## src/rtl/mbx_pkg.sv

```systemverilog
`timescale 1ns/1ps
package mbx_pkg;
  // Flag word bit positions; the direction meaning is part of the protocol
  localparam int FLG_CP_WROTE   = 0;  // set by coprocessor status write
  localparam int FLG_HOST_WROTE = 1;  // set by host status write

  // Host offsets
  localparam int HOST_OFF_STAT_A = 0;
  localparam int HOST_OFF_STAT_B = 1;
  localparam int HOST_OFF_FLAGS  = 2;

  // Coprocessor port select
  typedef enum logic {
    CP_PORT_STATUS = 1'b0,
    CP_PORT_FLAGS  = 1'b1
  } cp_port_e;

  // Per-side flag request bundle
  typedef struct packed {
    logic set_bit;
    logic clr_bit;
  } flag_req_t;
endpackage

```

## src/rtl/mbx_host_port.sv

```systemverilog
`timescale 1ns/1ps
module mbx_host_port
  import mbx_pkg::*;
#(
  parameter int DATA_W = 16,
  parameter int OFF_W  = 2
) (
  input  logic              clk,
  input  logic              rst,
  input  logic              wr,
  input  logic              rd,
  input  logic [OFF_W-1:0]  off,
  input  logic [DATA_W-1:0] status,
  input  logic [DATA_W-1:0] flags,
  output logic              status_load,
  output logic              flag_set,   // host wrote status
  output logic              flag_clr,   // host consumed coprocessor message
  output logic [DATA_W-1:0] rdata
);
  localparam logic [OFF_W-1:0] OFF_A = OFF_W'(HOST_OFF_STAT_A);
  localparam logic [OFF_W-1:0] OFF_B = OFF_W'(HOST_OFF_STAT_B);
  localparam logic [OFF_W-1:0] OFF_F = OFF_W'(HOST_OFF_FLAGS);

  logic hit_status;
  logic hit_flags;

  always_comb begin
    hit_status = (off == OFF_A) || (off == OFF_B);
    hit_flags  = (off == OFF_F);
  end

  always_comb begin
    status_load = wr && hit_status;
    flag_set    = wr && hit_status;
    flag_clr    = rd && hit_flags;
  end

  always_ff @(posedge clk) begin
    if (rst) begin
      rdata <= '0;
    end else if (rd) begin
      if (hit_status)     rdata <= status;
      else if (hit_flags) rdata <= flags;
      else                rdata <= '0;
    end
  end
endmodule

```

## src/rtl/mbx_cop_port.sv

```systemverilog
`timescale 1ns/1ps
module mbx_cop_port
  import mbx_pkg::*;
#(
  parameter int DATA_W = 16
) (
  input  logic              clk,
  input  logic              rst,
  input  logic              wr,
  input  logic              rd,
  input  logic              port,
  input  logic [DATA_W-1:0] status,
  input  logic [DATA_W-1:0] flags,
  output logic              status_load,
  output logic              flags_load,
  output logic              flag_set,   // coprocessor wrote status
  output logic              flag_clr,   // coprocessor consumed host message
  output logic [DATA_W-1:0] rdata
);
  cp_port_e sel;

  always_comb begin
    sel         = cp_port_e'(port);
    status_load = wr && (sel == CP_PORT_STATUS);
    flag_set    = wr && (sel == CP_PORT_STATUS);
    flags_load  = wr && (sel == CP_PORT_FLAGS);
    flag_clr    = rd && (sel == CP_PORT_FLAGS);
  end

  always_ff @(posedge clk) begin
    if (rst) begin
      rdata <= '0;
    end else if (rd) begin
      rdata <= (sel == CP_PORT_FLAGS) ? flags : status;
    end
  end
endmodule

```

## src/rtl/mbx_regs.sv

```systemverilog
`timescale 1ns/1ps
module mbx_regs
  import mbx_pkg::*;
#(
  parameter int DATA_W = 16
) (
  input  logic              clk,
  input  logic              rst,
  input  logic              host_load,
  input  logic [DATA_W-1:0] host_data,
  input  logic              cp_load,
  input  logic [DATA_W-1:0] cp_data,
  input  flag_req_t         host_req,   // acts on FLG_HOST_WROTE / FLG_CP_WROTE
  input  flag_req_t         cp_req,
  input  logic              flags_load,
  output logic [DATA_W-1:0] status,
  output logic [DATA_W-1:0] flags
);
  logic [DATA_W-1:0] set_mask;
  logic [DATA_W-1:0] clr_mask;
  logic [DATA_W-1:0] flags_nx;
  logic [DATA_W-1:0] status_nx;

  // Set and clear masks per flag bit
  always_comb begin
    set_mask = '0;
    clr_mask = '0;
    set_mask[FLG_HOST_WROTE] = host_req.set_bit;
    set_mask[FLG_CP_WROTE]   = cp_req.set_bit;
    clr_mask[FLG_CP_WROTE]   = host_req.clr_bit;
    clr_mask[FLG_HOST_WROTE] = cp_req.clr_bit;
  end

  // Per-bit next state: load beats clear, set beats everything
  for (genvar b = 0; b < DATA_W; b++) begin : g_flag
    always_comb begin
      if (flags_load)       flags_nx[b] = cp_data[b];
      else if (clr_mask[b]) flags_nx[b] = 1'b0;
      else                  flags_nx[b] = flags[b];
      if (set_mask[b])      flags_nx[b] = 1'b1;
    end
  end

  // Host wins a same-cycle status collision
  always_comb begin
    if (host_load)    status_nx = host_data;
    else if (cp_load) status_nx = cp_data;
    else              status_nx = status;
  end

  always_ff @(posedge clk) begin
    if (rst) begin
      status <= '0;
      flags  <= '0;
    end else begin
      status <= status_nx;
      flags  <= flags_nx;
    end
  end
endmodule

```

## src/rtl/status_mailbox.sv

```systemverilog
`timescale 1ns/1ps
module status_mailbox
  import mbx_pkg::*;
#(
  parameter int DATA_W = 16,
  parameter int OFF_W  = 2
) (
  input  logic              clk,
  input  logic              rst,
  input  logic              host_wr,
  input  logic              host_rd,
  input  logic [OFF_W-1:0]  host_off,
  input  logic [DATA_W-1:0] host_wdata,
  output logic [DATA_W-1:0] host_rdata,
  input  logic              cp_wr,
  input  logic              cp_rd,
  input  logic              cp_port,
  input  logic [DATA_W-1:0] cp_wdata,
  output logic [DATA_W-1:0] cp_rdata
);
  logic [DATA_W-1:0] status_q;
  logic [DATA_W-1:0] flags_q;
  logic              h_load, h_set, h_clr;
  logic              c_load, c_fload, c_set, c_clr;
  flag_req_t         h_req, c_req;

  mbx_host_port #(.DATA_W(DATA_W), .OFF_W(OFF_W)) u_host (
    .clk(clk), .rst(rst), .wr(host_wr), .rd(host_rd), .off(host_off),
    .status(status_q), .flags(flags_q),
    .status_load(h_load), .flag_set(h_set), .flag_clr(h_clr),
    .rdata(host_rdata)
  );

  mbx_cop_port #(.DATA_W(DATA_W)) u_cop (
    .clk(clk), .rst(rst), .wr(cp_wr), .rd(cp_rd), .port(cp_port),
    .status(status_q), .flags(flags_q),
    .status_load(c_load), .flags_load(c_fload),
    .flag_set(c_set), .flag_clr(c_clr),
    .rdata(cp_rdata)
  );

  always_comb begin
    h_req.set_bit = h_set;
    h_req.clr_bit = h_clr;
    c_req.set_bit = c_set;
    c_req.clr_bit = c_clr;
  end

  mbx_regs #(.DATA_W(DATA_W)) u_regs (
    .clk(clk), .rst(rst),
    .host_load(h_load), .host_data(host_wdata),
    .cp_load(c_load), .cp_data(cp_wdata),
    .host_req(h_req), .cp_req(c_req),
    .flags_load(c_fload),
    .status(status_q), .flags(flags_q)
  );
endmodule

```

## config.mk

```make
export PLATFORM = sky130hd
export DESIGN_NAME = status_mailbox
export DESIGN_NICKNAME = d
export VERILOG_FILES = /design/src/rtl/mbx_pkg.sv /design/src/rtl/mbx_host_port.sv /design/src/rtl/mbx_cop_port.sv /design/src/rtl/mbx_regs.sv /design/src/rtl/status_mailbox.sv
export SDC_FILE = /design/constraint.sdc
export NUM_CORES = 1
export LEC_CHECK = 0
export BUFFER_PORTS_ARGS = -buffer_cell sky130_fd_sc_hd__buf_4
export CAP_MARGIN = 10
export CORE_UTILIZATION = 35
export DETAILED_ROUTE_END_ITERATION = 7
export PLACE_DENSITY_LB_ADDON = 0.08
export SLEW_MARGIN = 25
export SYNTH_ARGS = -nofsm -noshare
export SYNTH_HDL_FRONTEND = slang
export SYNTH_HIERARCHICAL = 1
export SYNTH_SLANG_ARGS = --single-unit
```

## constraint.sdc

```tcl
create_clock -name clk -period 1.25 [get_ports clk]
set_clock_uncertainty 0.05 [all_clocks]
set_input_delay 0.0625 -clock clk [delete_from_list [all_inputs] [get_ports clk]]
set_output_delay 0.0625 -clock clk [all_outputs]
set_load 0.02 [all_outputs]
```

Word level (Yosys, flattened, before mapping)
Index checks and enable logic that the tools add are counted.
{ "totals": {"register_bits": 64, "out_inout_bits": 32, "wordCells": 30} }
{ "classes": {"n_eq_ne": 2, "n_mux": 11, "bitwise": 1, "n_reduce_logical": 10} }
{ "op_table": {"columns": ["operator", "n"], "rows": [
  ["$mux W16", 5],
  ["$mux W1", 6],
  ["$reduce_bool A3 Y1", 2],
  ["$logic_and A1 B1 Y1", 5],
  ["$eq A2 B1 Y1 const B", 1],
  ["$eq A2 B2 Y1 const B", 1],
  ["$logic_not A2 Y1", 1],
  ["$reduce_bool A2 Y1", 1],
  ["$logic_or A1 B1 Y1", 1],
  ["$not A1 Y1", 1]
]} }

Depth between registers and ports, before layout
Gate-level depths: netlist of the first run.
{ "depth": {"depth_word": 5, "mapped_depth": 8, "depth_no_buf": 3} }

By module
The synthesis of the first run kept the hierarchy.
{ "by_module_without_submodules": {"columns": ["mod", "instances", "cells_each", "area_per_inst_um2", "seq_area_each_um2"], "rows": [
  ["mbx_regs", 1, 124, 1380.1, 640.6],
  ["mbx_host_port", 1, 92, 820.8, 320.3],
  ["mbx_cop_port", 1, 76, 752.0, 320.3]
]} }

Least setup slack after synthesis of the first run
OpenSTA, ideal clock, no wires.
{ "synth_path": {"path_kind": "input to register", "startpoint": "input port cp_port", "endpoint": "register u_regs.status[0]", "setup_time_ns": 0.079, "arrival_ns": 1.253, "t_required_ns": 1.121, "setup_slack_ns": -0.133, "stages": 8, "cell_sequence": "buf_6 buf_12 and2b_2 buf_4 buf_6 buf_12 mux2i_1 a211oi_2"} }
{ "synth_via": {"elab_chain_len": 3} }
{ "synth_lines": {"columns": ["item", "line", "text"], "rows": [
  ["start, declared", "status_mailbox.sv:17", "input logic cp_port,"],
  ["$not A1 Y1", null, null],
  ["$logic_and A1 B1 Y1", null, null],
  ["net c_set", "status_mailbox.sv:24", "logic c_load, c_fload, c_set, c_clr;"],
  ["$reduce_bool A2 Y1 (no line)", null, null],
  ["end signal, assigned", "mbx_regs.sv:56", "status <= status_nx;"],
  ["end, declared", "mbx_regs.sv:16", "output logic [DATA_W-1:0] status,"]
]} }
The timed path passes the listed nets, and every way through them passes these cells.
A chain may end at the register's enable or synchronous reset.

Worst setup path after layout of the first run
{ "layout_path": {"startpoint": "register u_host.rdata[3]", "endpoint": "output port host_rdata[3]"} }
{ "layout_rtl": {"columns": ["item", "line", "text"], "rows": [
  ["start, declared", "mbx_host_port.sv:18", "output logic [DATA_W-1:0] rdata"],
  ["start signal, assigned", "mbx_host_port.sv:42", "if (hit_status) rdata <= status;"],
  ["start signal, assigned", "mbx_host_port.sv:43", "else if (hit_flags) rdata <= flags;"],
  ["end, declared", "status_mailbox.sv:14", "output logic [DATA_W-1:0] host_rdata,"]
]} }
No word-level cell between the ends.

==> results of run 1 <==
[registers in the layout, summed over array words and instances (netlist names)]
| signal | flops |
|---|---|
| u_cop/rdata | 16 |
| u_host/rdata | 16 |
| u_regs/flags | 16 |
| u_regs/status | 16 |
[placed cells by master, fill, tap and decap left out, types with 2 or more instances in the layout]
master | netlist | routed
buf_12 | 2 | 2
a311oi_2 | 2 | 2
a311oi_1 | 14 | 14
mux2i_1 | 46 | 46
dfxtp_1 | 64 | 64
clkbuf_1 | 7 | 2
and2_2 | 2 | 2
nor2b_1 | 17 | 17
bufinv_16 | 0 | 2
nand2b_1 | 16 | 16
buf_4 | 6 | 86
nor2_1 | 46 | 46
a211oi_1 | 22 | 22
or3b_1 | 2 | 2
dlygate4sd3_1 | 0 | 28
clkbuf_8 | 0 | 9
a21oi_1 | 4 | 4
a211oi_2 | 10 | 10
nand3b_1 | 16 | 16
[kinds of logic after synthesis]
group	after synthesis	synth area share
multiplexers	46	0.156
flip-flops	64	0.434
AO/OA/AOI/OAI	52	0.157
buffers and inverters	29	0.0674
AND/OR/NAND/NOR	101	0.186
[metal layers]
layer,track usage,part of all wire,wire (um)
met2,0.274,0.45,3500
met4,0.0590,0.011,85
met3,0.0437,0.061,474
met5,0,0,0
met1,0.250,0.47,3650
[stage by stage]
step                setup TNS (ns)  cells
floorplan                   -0.746    292
global placement                 0    457
detailed placement               0    457
CTS                              0    501
global route                     0    501
finish                           0    501
[where the power goes]
| part | switching (mW) | internal (mW) | leakage (nW) |
|---|---|---|---|
| sequential | 0.0861 | 2.17 | 0.528 |
| clock | 0.799 | 1.12 | 0.104 |
| combinational | 0.430 | 0.447 | 1.00 |
[cell type report]
type,count,area [sq um],share of cell area
Clock buffer,11,131,0.0323
Clock inverter,5,81.3,0.0200
Inverter,1,3.75,0.000923
Multi-Input combinational cell,199,1470,0.362
Sequential cell,64,1280,0.315
Tap cell,105,131,0.0323
Timing Repair Buffer,116,966,0.237
[how the worst max path moves through the flow]
stage | slack, ns | from | endpoint | depth (start not counted)
global route | 0.23 | u_regs/flags[1]$_SDFFE_PP0P_ | u_regs/flags[1]$_SDFFE_PP0P_ | 2
global placement | 0.14 | cp_port | u_regs/status[14]$_SDFFE_PP0P_ | 5
detailed placement | 0.11 | cp_port | u_regs/status[2]$_SDFFE_PP0P_ | 5
finish | 0.31 | u_host/rdata[3]$_SDFFE_PP0P_ | host_rdata[3] | 1
floorplan | -0.07 | cp_port | u_regs/status[0]$_SDFFE_PP0P_ | 8
CTS | 0.28 | u_host/rdata[5]$_SDFFE_PP0P_ | host_rdata[5] | 1
[repair_timing]
item | CTS | global route
hold buffers | 28 | 0
hold endpoints to repair | 28 | 0
resized for setup | 0 | 0
buffers inserted | 0 | 0
==> summary.md, run 1 <==
The average wire per cell in the routed design came out at 15.4 um. The flow ran to the end, and the final reports show no timing, DRC or antenna violations. The netlist uses 21 different library cells.

TritonCTS built the clock tree. For the worst setup path, the data arrival time is 0.83 ns. Worst slack on hold paths: 0.0161 ns. The average footprint of a synthesized cell was 10.1 sq um; the number of nets with antenna violations after detailed routing was 0.

The startpoint identified for the worst register-to-register timing path is u_regs/flags[11]$_SDFFE_PP0P_. The number of cells on the worst reg-to-reg path is 2. The half-perimeter wire length after detailed placement was 5380 um. For this run, the number of Yosys warnings is 6. The filler cells instantiated in the layout total 818.

The total area inside the core boundary comes to 8180 sq um. The logs give 0 for the initial antenna violation count and 11900 um for the wire length of the first global-routing pass. Number of buffers created by CTS: 9. The cell sitting at the root of the clock tree is a clkbuf_8. The count of H-tree levels built during CTS is 3, and the clock transition at the registers of the reported paths is 0.07 ns. Wires add up to 7710 um. For the portion of the post-synthesis area used by sequential elements, the log shows 0.434. The clock period could shrink to 0.944 ns. The detailed router finished its first iteration with 79 violations. Max-cap violations in this run came to 0.

The count of vias placed by the detailed router was 2464; the instance count of the mapped netlist was 292. Worst-skew pair later-pin latency: 0.34 ns. Critical path buffer and inverter count: 1. The register-to-register setup slack is 0.32 ns, and the final count of pins violating max slew is 0. The worst stage delay on the critical path was 0.35 ns.

Library cell occupying the most area in the post-synthesis netlist: dfxtp_1. The logs give 333 for the post-synthesis net count and 1060 MHz for the achievable frequency. The run gives 2 as the buffer depth of the longest clock path. The global placer's final weighted congestion came out at 0.739. By instance count, the leading cell after synthesis is dfxtp_1. The main flop type after synthesis was dfxtp_1. For the effective utilization at floorplan, the log shows 0.361. The number of optimization iterations in the first detailed-route pass was 4; the worst vdd rail ir drop was 0.591 mV. Fraction of synthesis flops using an asynchronous set or reset pin: 0. At the pin with the least slew margin, the transition time is 0.404 ns. The die is 93.9 um tall. The logs give 0.498 for the share of the core filled with cells and 33 for the number of cell rows.

The kind of critical path is register to output pin. STA classifies the critical path startpoint as a register. Ranked by instance count, the synthesized netlist is headed by dfxtp_1 (64), mux2i_1 (46), nor2_1 (46), a211oi_1 (22), nor2b_1 (17). Clock tree synthesis found a total of 64 sinks.

The power per standard cell area came out at 1240 nW/um^2. Setup violations remaining at the end of the flow were counted as 0. Total power for the finished layout comes to 5.06 mW. Entering global routing, the biggest net connects 33 pins. The tools report the all-layer global routing usage as 0.181. By area the synthesized netlist is led by dfxtp_1 (43%), mux2i_1 (16%), nor2_1 (5.8%). After detailed routing, the number of vias per cell comes to 4.92.

For this run the aggregate overflow at the end of global routing stands at 0. The run gives 0 as the count of unresolved DRC violations after routing. The tools report the critical register-to-register path endpoint as u_cop/rdata[11]$_SDFFE_PP0P_.

Counting instances, the worst hold path has a depth of 3. The floorplan step set the die width to 93.9 um. STA classifies the critical path endpoint as an output pin.

In this run the tool buffered the top-level ports with 72 buffer cells. For the final layout net count, the log shows 432. The final design instance area without fill is 4070 sq um. The startpoint of the tightest hold check path was host_wdata[0].

After synthesis the netlist holds a flip-flop and latch count of 64. The tools report the reported leakage power as 1.64 nW. Dominant delay contributor by cell family on the critical path: flip-flops.

The share of the clock period used by the worst path after layout came out at 0.756. Yosys mapped a number of flops with a built-in enable equal to 0. 0 antenna diodes ended up in the layout.

Setup repair after global routing left no endpoint under its margin. The cell area that synthesis handed to floorplanning was 2950 sq um. The hold path endpoint was u_regs/status[0]$_SDFFE_PP0P_.

The tools report the required time of the critical path as 1.14 ns. During I/O placement, the number of pins put on the boundary was 73. Along the worst path, the maximum fanout reaches 2. The share of final-layout standard cells stronger than drive strength 1 is 0.295. The class of the most critical hold timing path was input port to register.

The fraction of synthesized cell area taken by the top area cell type works out to 0.434. The overall die area came out at 8810 sq um. Timing analysis after detailed placement gives a worst setup slack of 0.110 ns. From synthesis to final layout, the design area changed by 37.8%. Traced cell by cell, the critical path runs through buf_4. The worst setup slack after layout was 0.306 ns. Cell with the biggest individual delay on the critical path: dfxtp_1.

The tools report the relative slew slack as 0.731. After detailed placement, the total cell area comes to 3570 sq um. For the via count of the first global-routing pass, the log shows 2285. The final number of hold-violating endpoints came out at 0.
(Power assumes the default switching activity.)
==> run 2, diff against run 1 <==
- clock period: 1.25 -> 0.9 ns (I/O delays scaled with it)
==> run 2 against run 1 <==
Die area is the same. Largest power group unchanged. Hold slack gained 0.014 ns. Largest cell class unchanged. Power grew 33%. Count of clock-buffer cells in the layout grew 1. The run now ends with design-rule violations, negative setup slack left. Via count grew 1.4%.
==> summary.md, run 2 (synthesis results as in run 1) <==
The type of element launching the critical path is a register (unchanged). The dominant delay contributor by cell family on the critical path was simple AND/OR/NAND/NOR gates (was flip-flops). The count of unresolved DRC violations after routing was 2 (was 0).

The height of the chip is 93.9 um (unchanged), and the number of clock sinks is 64 (unchanged). The tools report the final-report setup violation count as 3 (was 0). The run gives 2 (unchanged) as the buffer depth of the longest clock path. The tools report the via count of the first global-routing pass as 2400 (was 2285). After layout, the minimum clock period comes to 0.953 ns. Slew at the pin with the worst max-slew slack: 0.369 ns (was 0.404 ns). The total core area was 8180 sq um (unchanged); the sequential share of power was 0.477 (was 0.447). The logs give 4.90 mW (was 3.74 mW) for the internal power consumption and 464 (was 457) for the cell count after placement. The sum of routed wire length over all layers is 7610 um (was 7710 um). The run finished, with violations left.

The logs give 9 (unchanged) for the number of buffers created by CTS and 0 (unchanged) for the final number of hold-violating endpoints. The combinational cell fraction of total power is 0.206 (was 0.173), and the arrival time of data at the critical path endpoint is 1.17 ns (was 0.83 ns). The critical path buffer and inverter count was 0 (was 1); the area taken by flip-flops and latches was 1350 sq um (was 1280 sq um). The maximum net fanout on the critical path works out to 2 (unchanged).

The share of final-layout standard cells stronger than drive strength 1 is 0.475 (was 0.295), and the clock transition at the registers of the reported paths is 0.07 ns (about the same). The part of the power in the clock network was 0.316 (was 0.380); the count of maximum capacitance violations was 0 (unchanged). The power per standard cell area came out at 1500 nW/um^2 (was 1240 nW/um^2). Cell with the biggest individual delay on the critical path: or3b_4 (was dfxtp_1).

Most used cells in the layout excluding fill and tap cells: buf_4 (74), dfxtp_2 (56), nor2_1 (46) (was buf_4 (86), dfxtp_1 (64), mux2i_1 (46), nor2_1 (46), dlygate4sd3_1 (28)). The logs give 0 (unchanged) for the initial antenna violation count and 459 (was 432) for the final layout net count. The tools report the master cell of the clock root buffer as clkbuf_8 (unchanged). The via count normalized by instance count is 4.73 (was 4.92), and the reported leakage power is 1.82 nW (was 1.64 nW). Number of nets with antenna violations after detailed routing: 0 (unchanged).

The logs give 33 (unchanged) for the number of cell rows and 73 (unchanged) for the total I/O pin count. The share of the core filled with cells came out at 0.549 (was 0.498). Pre-CTS worst setup slack: -0.194 ns (was 0.110 ns).

For the number of antenna diodes, the log shows 0 (unchanged). The area of the multi-input gates was 1510 sq um (was 1470 sq um); the share of total power consumed by net switching was 0.273 (was 0.260). Worst vdd rail ir drop: 0.574 mV (was 0.591 mV). The class of the most critical hold timing path is input port to register (unchanged). The count of H-tree levels built during CTS was 3 (unchanged); the remaining global-route overflow was 0 (unchanged). The worst setup slack after layout is -0.0534 ns (was 0.306 ns), and the horizontal extent of the die is 93.9 um (unchanged). The final count of pins violating max slew was 0 (unchanged). The final setup TNS was -0.0597 ns (was 0 ns).

The logs give 528 (was 501) for the non-filler instance count after layout and 0.0305 ns (was 0.0161 ns) for the worst slack on hold paths. The run gives 6 (was 4) as the number of optimization iterations in the first detailed-route pass. Net switching power figure: 1.84 mW (was 1.31 mW). Effective utilization at floorplan: 0.361 (unchanged). The logs give 5290 um (was 5380 um) for the half-perimeter wire length after detailed placement and 33 (unchanged) for the pin count of the biggest net entering global routing. The number of fillers in the final layout came out at 775 (was 818).

CP cell instances: or3b_4 > a21oi_2 (was buf_4). The worst stage delay on the critical path is 0.37 ns (was 0.35 ns), and the share of the clock period used by the worst path after layout is 1.06. Count of vias placed by the detailed router: 2499 (was 2464). The average wire per cell in the routed design came out at 14.4 um (was 15.4 um). Kind of critical path: register to register (was register to output pin). TritonCTS built the clock tree. The post-synthesis to final-layout area growth came out at 52.1% (was 37.8%).

Setup repair after global routing could not meet its margin everywhere. The detailed router's first-iteration violation count is 68 (was 79), and the required time of the critical path is 1.12 ns (was 1.14 ns). The commonest non-fill, non-tap cell in the layout is buf_4 (unchanged). The count of port buffers added during placement was 72 (unchanged). The critical path endpoint category was a register (was an output pin). For this run, the top clock speed supported by timing is 1050 MHz. The logs give 0.753 (was 0.731) for the relative slew slack and 0.708 (was 0.739) for the global placer's final weighted congestion. Worst-skew pair later-pin latency: 0.34 ns (about the same).

The tools report the all-layer global routing usage as 0.188 (was 0.181). The final reports fail on design-rule violations, negative setup slack. For the overall die area, the log shows 8810 sq um (unchanged).

The run gives 12300 um (was 11900 um) as the wire length of the first global-routing pass.
## run 2: cell types whose count changed in the layout (fill, tap and decap cells not counted), sizes merged
cell	before	now
clkbuf	11	12
clkinvlp	1	0
buf	88	110
bufinv	2	0
clkinv	2	4
dlygate4sd3	28	33
## run 2: power by group through the flow
stage	logic [mW]	registers, mW	clock network, mW
finish	1.39	3.22	2.13
CTS	1.34	3.20	2.21
global placement	1.13	3.22	0
detailed placement	1.14	3.23	0
floorplan	0.598	3.29	0
global route	1.51	3.24	2.36
## run 2: timing repair
action / CTS / global route
hold buffers: 33 / 1
hold endpoints to repair: 32 / 8
pin swaps: 2 / 5
endpoints found under the setup margin: 35 / 62
setup buffers: 6 / 9
gates resized for setup: 69 / 27
## run 2: area by class of cell
type | instances | share of cell area
Sequential cell | 64 | 0.301
Multi-Input combinational cell | 199 | 0.337
Tap cell | 105 | 0.0292
Inverter | 1 | 0.000836
Clock inverter | 4 | 0.00446
Timing Repair Buffer | 143 | 0.295
Clock buffer | 12 | 0.0323
## run 2: path summary, 6_finish.rpt
check | from | depth (start not counted) | endpoint | slack (ns)
worst max-delay path | u_regs/flags[1]$_SDFFE_PP0P_ | 2 | u_regs/flags[1]$_SDFFE_PP0P_ | -0.05
worst min-delay path | rst | 3 | u_regs/flags[1]$_SDFFE_PP0P_ | 0.03
worst max register to register | u_regs/flags[1]$_SDFFE_PP0P_ | 2 | u_regs/flags[1]$_SDFFE_PP0P_ | -0.05
worst min register to register | u_host/rdata[2]$_SDFFE_PP0P_ | 2 | u_host/rdata[2]$_SDFFE_PP0P_ | 0.44
## run 2: layer usage
layer | vias to the layer above | global-route usage | wire length (um)
met1 | 1140 | 0.269 | 4020
met5 | - | 0 | 0
met3 | 8 | 0.0421 | 285
met2 | 55 | 0.270 | 3200
met4 | 0 | 0.0731 | 99
li1 | 1296 | - | -
## run 2: worst min-delay path, stage by stage
cell and delay [ns]:
buf_4 0.13, buf_12 0.16, a21oi_2 0.04
## run 2: stage by stage
step                      cell area, sq um  power [mW]
after floorplan                       2980        3.89
after global placement                3650        4.35
after detailed placement              3650        4.36
after CTS                             4360        6.74
after global routing                  4490        7.10
final                                 4490        6.74
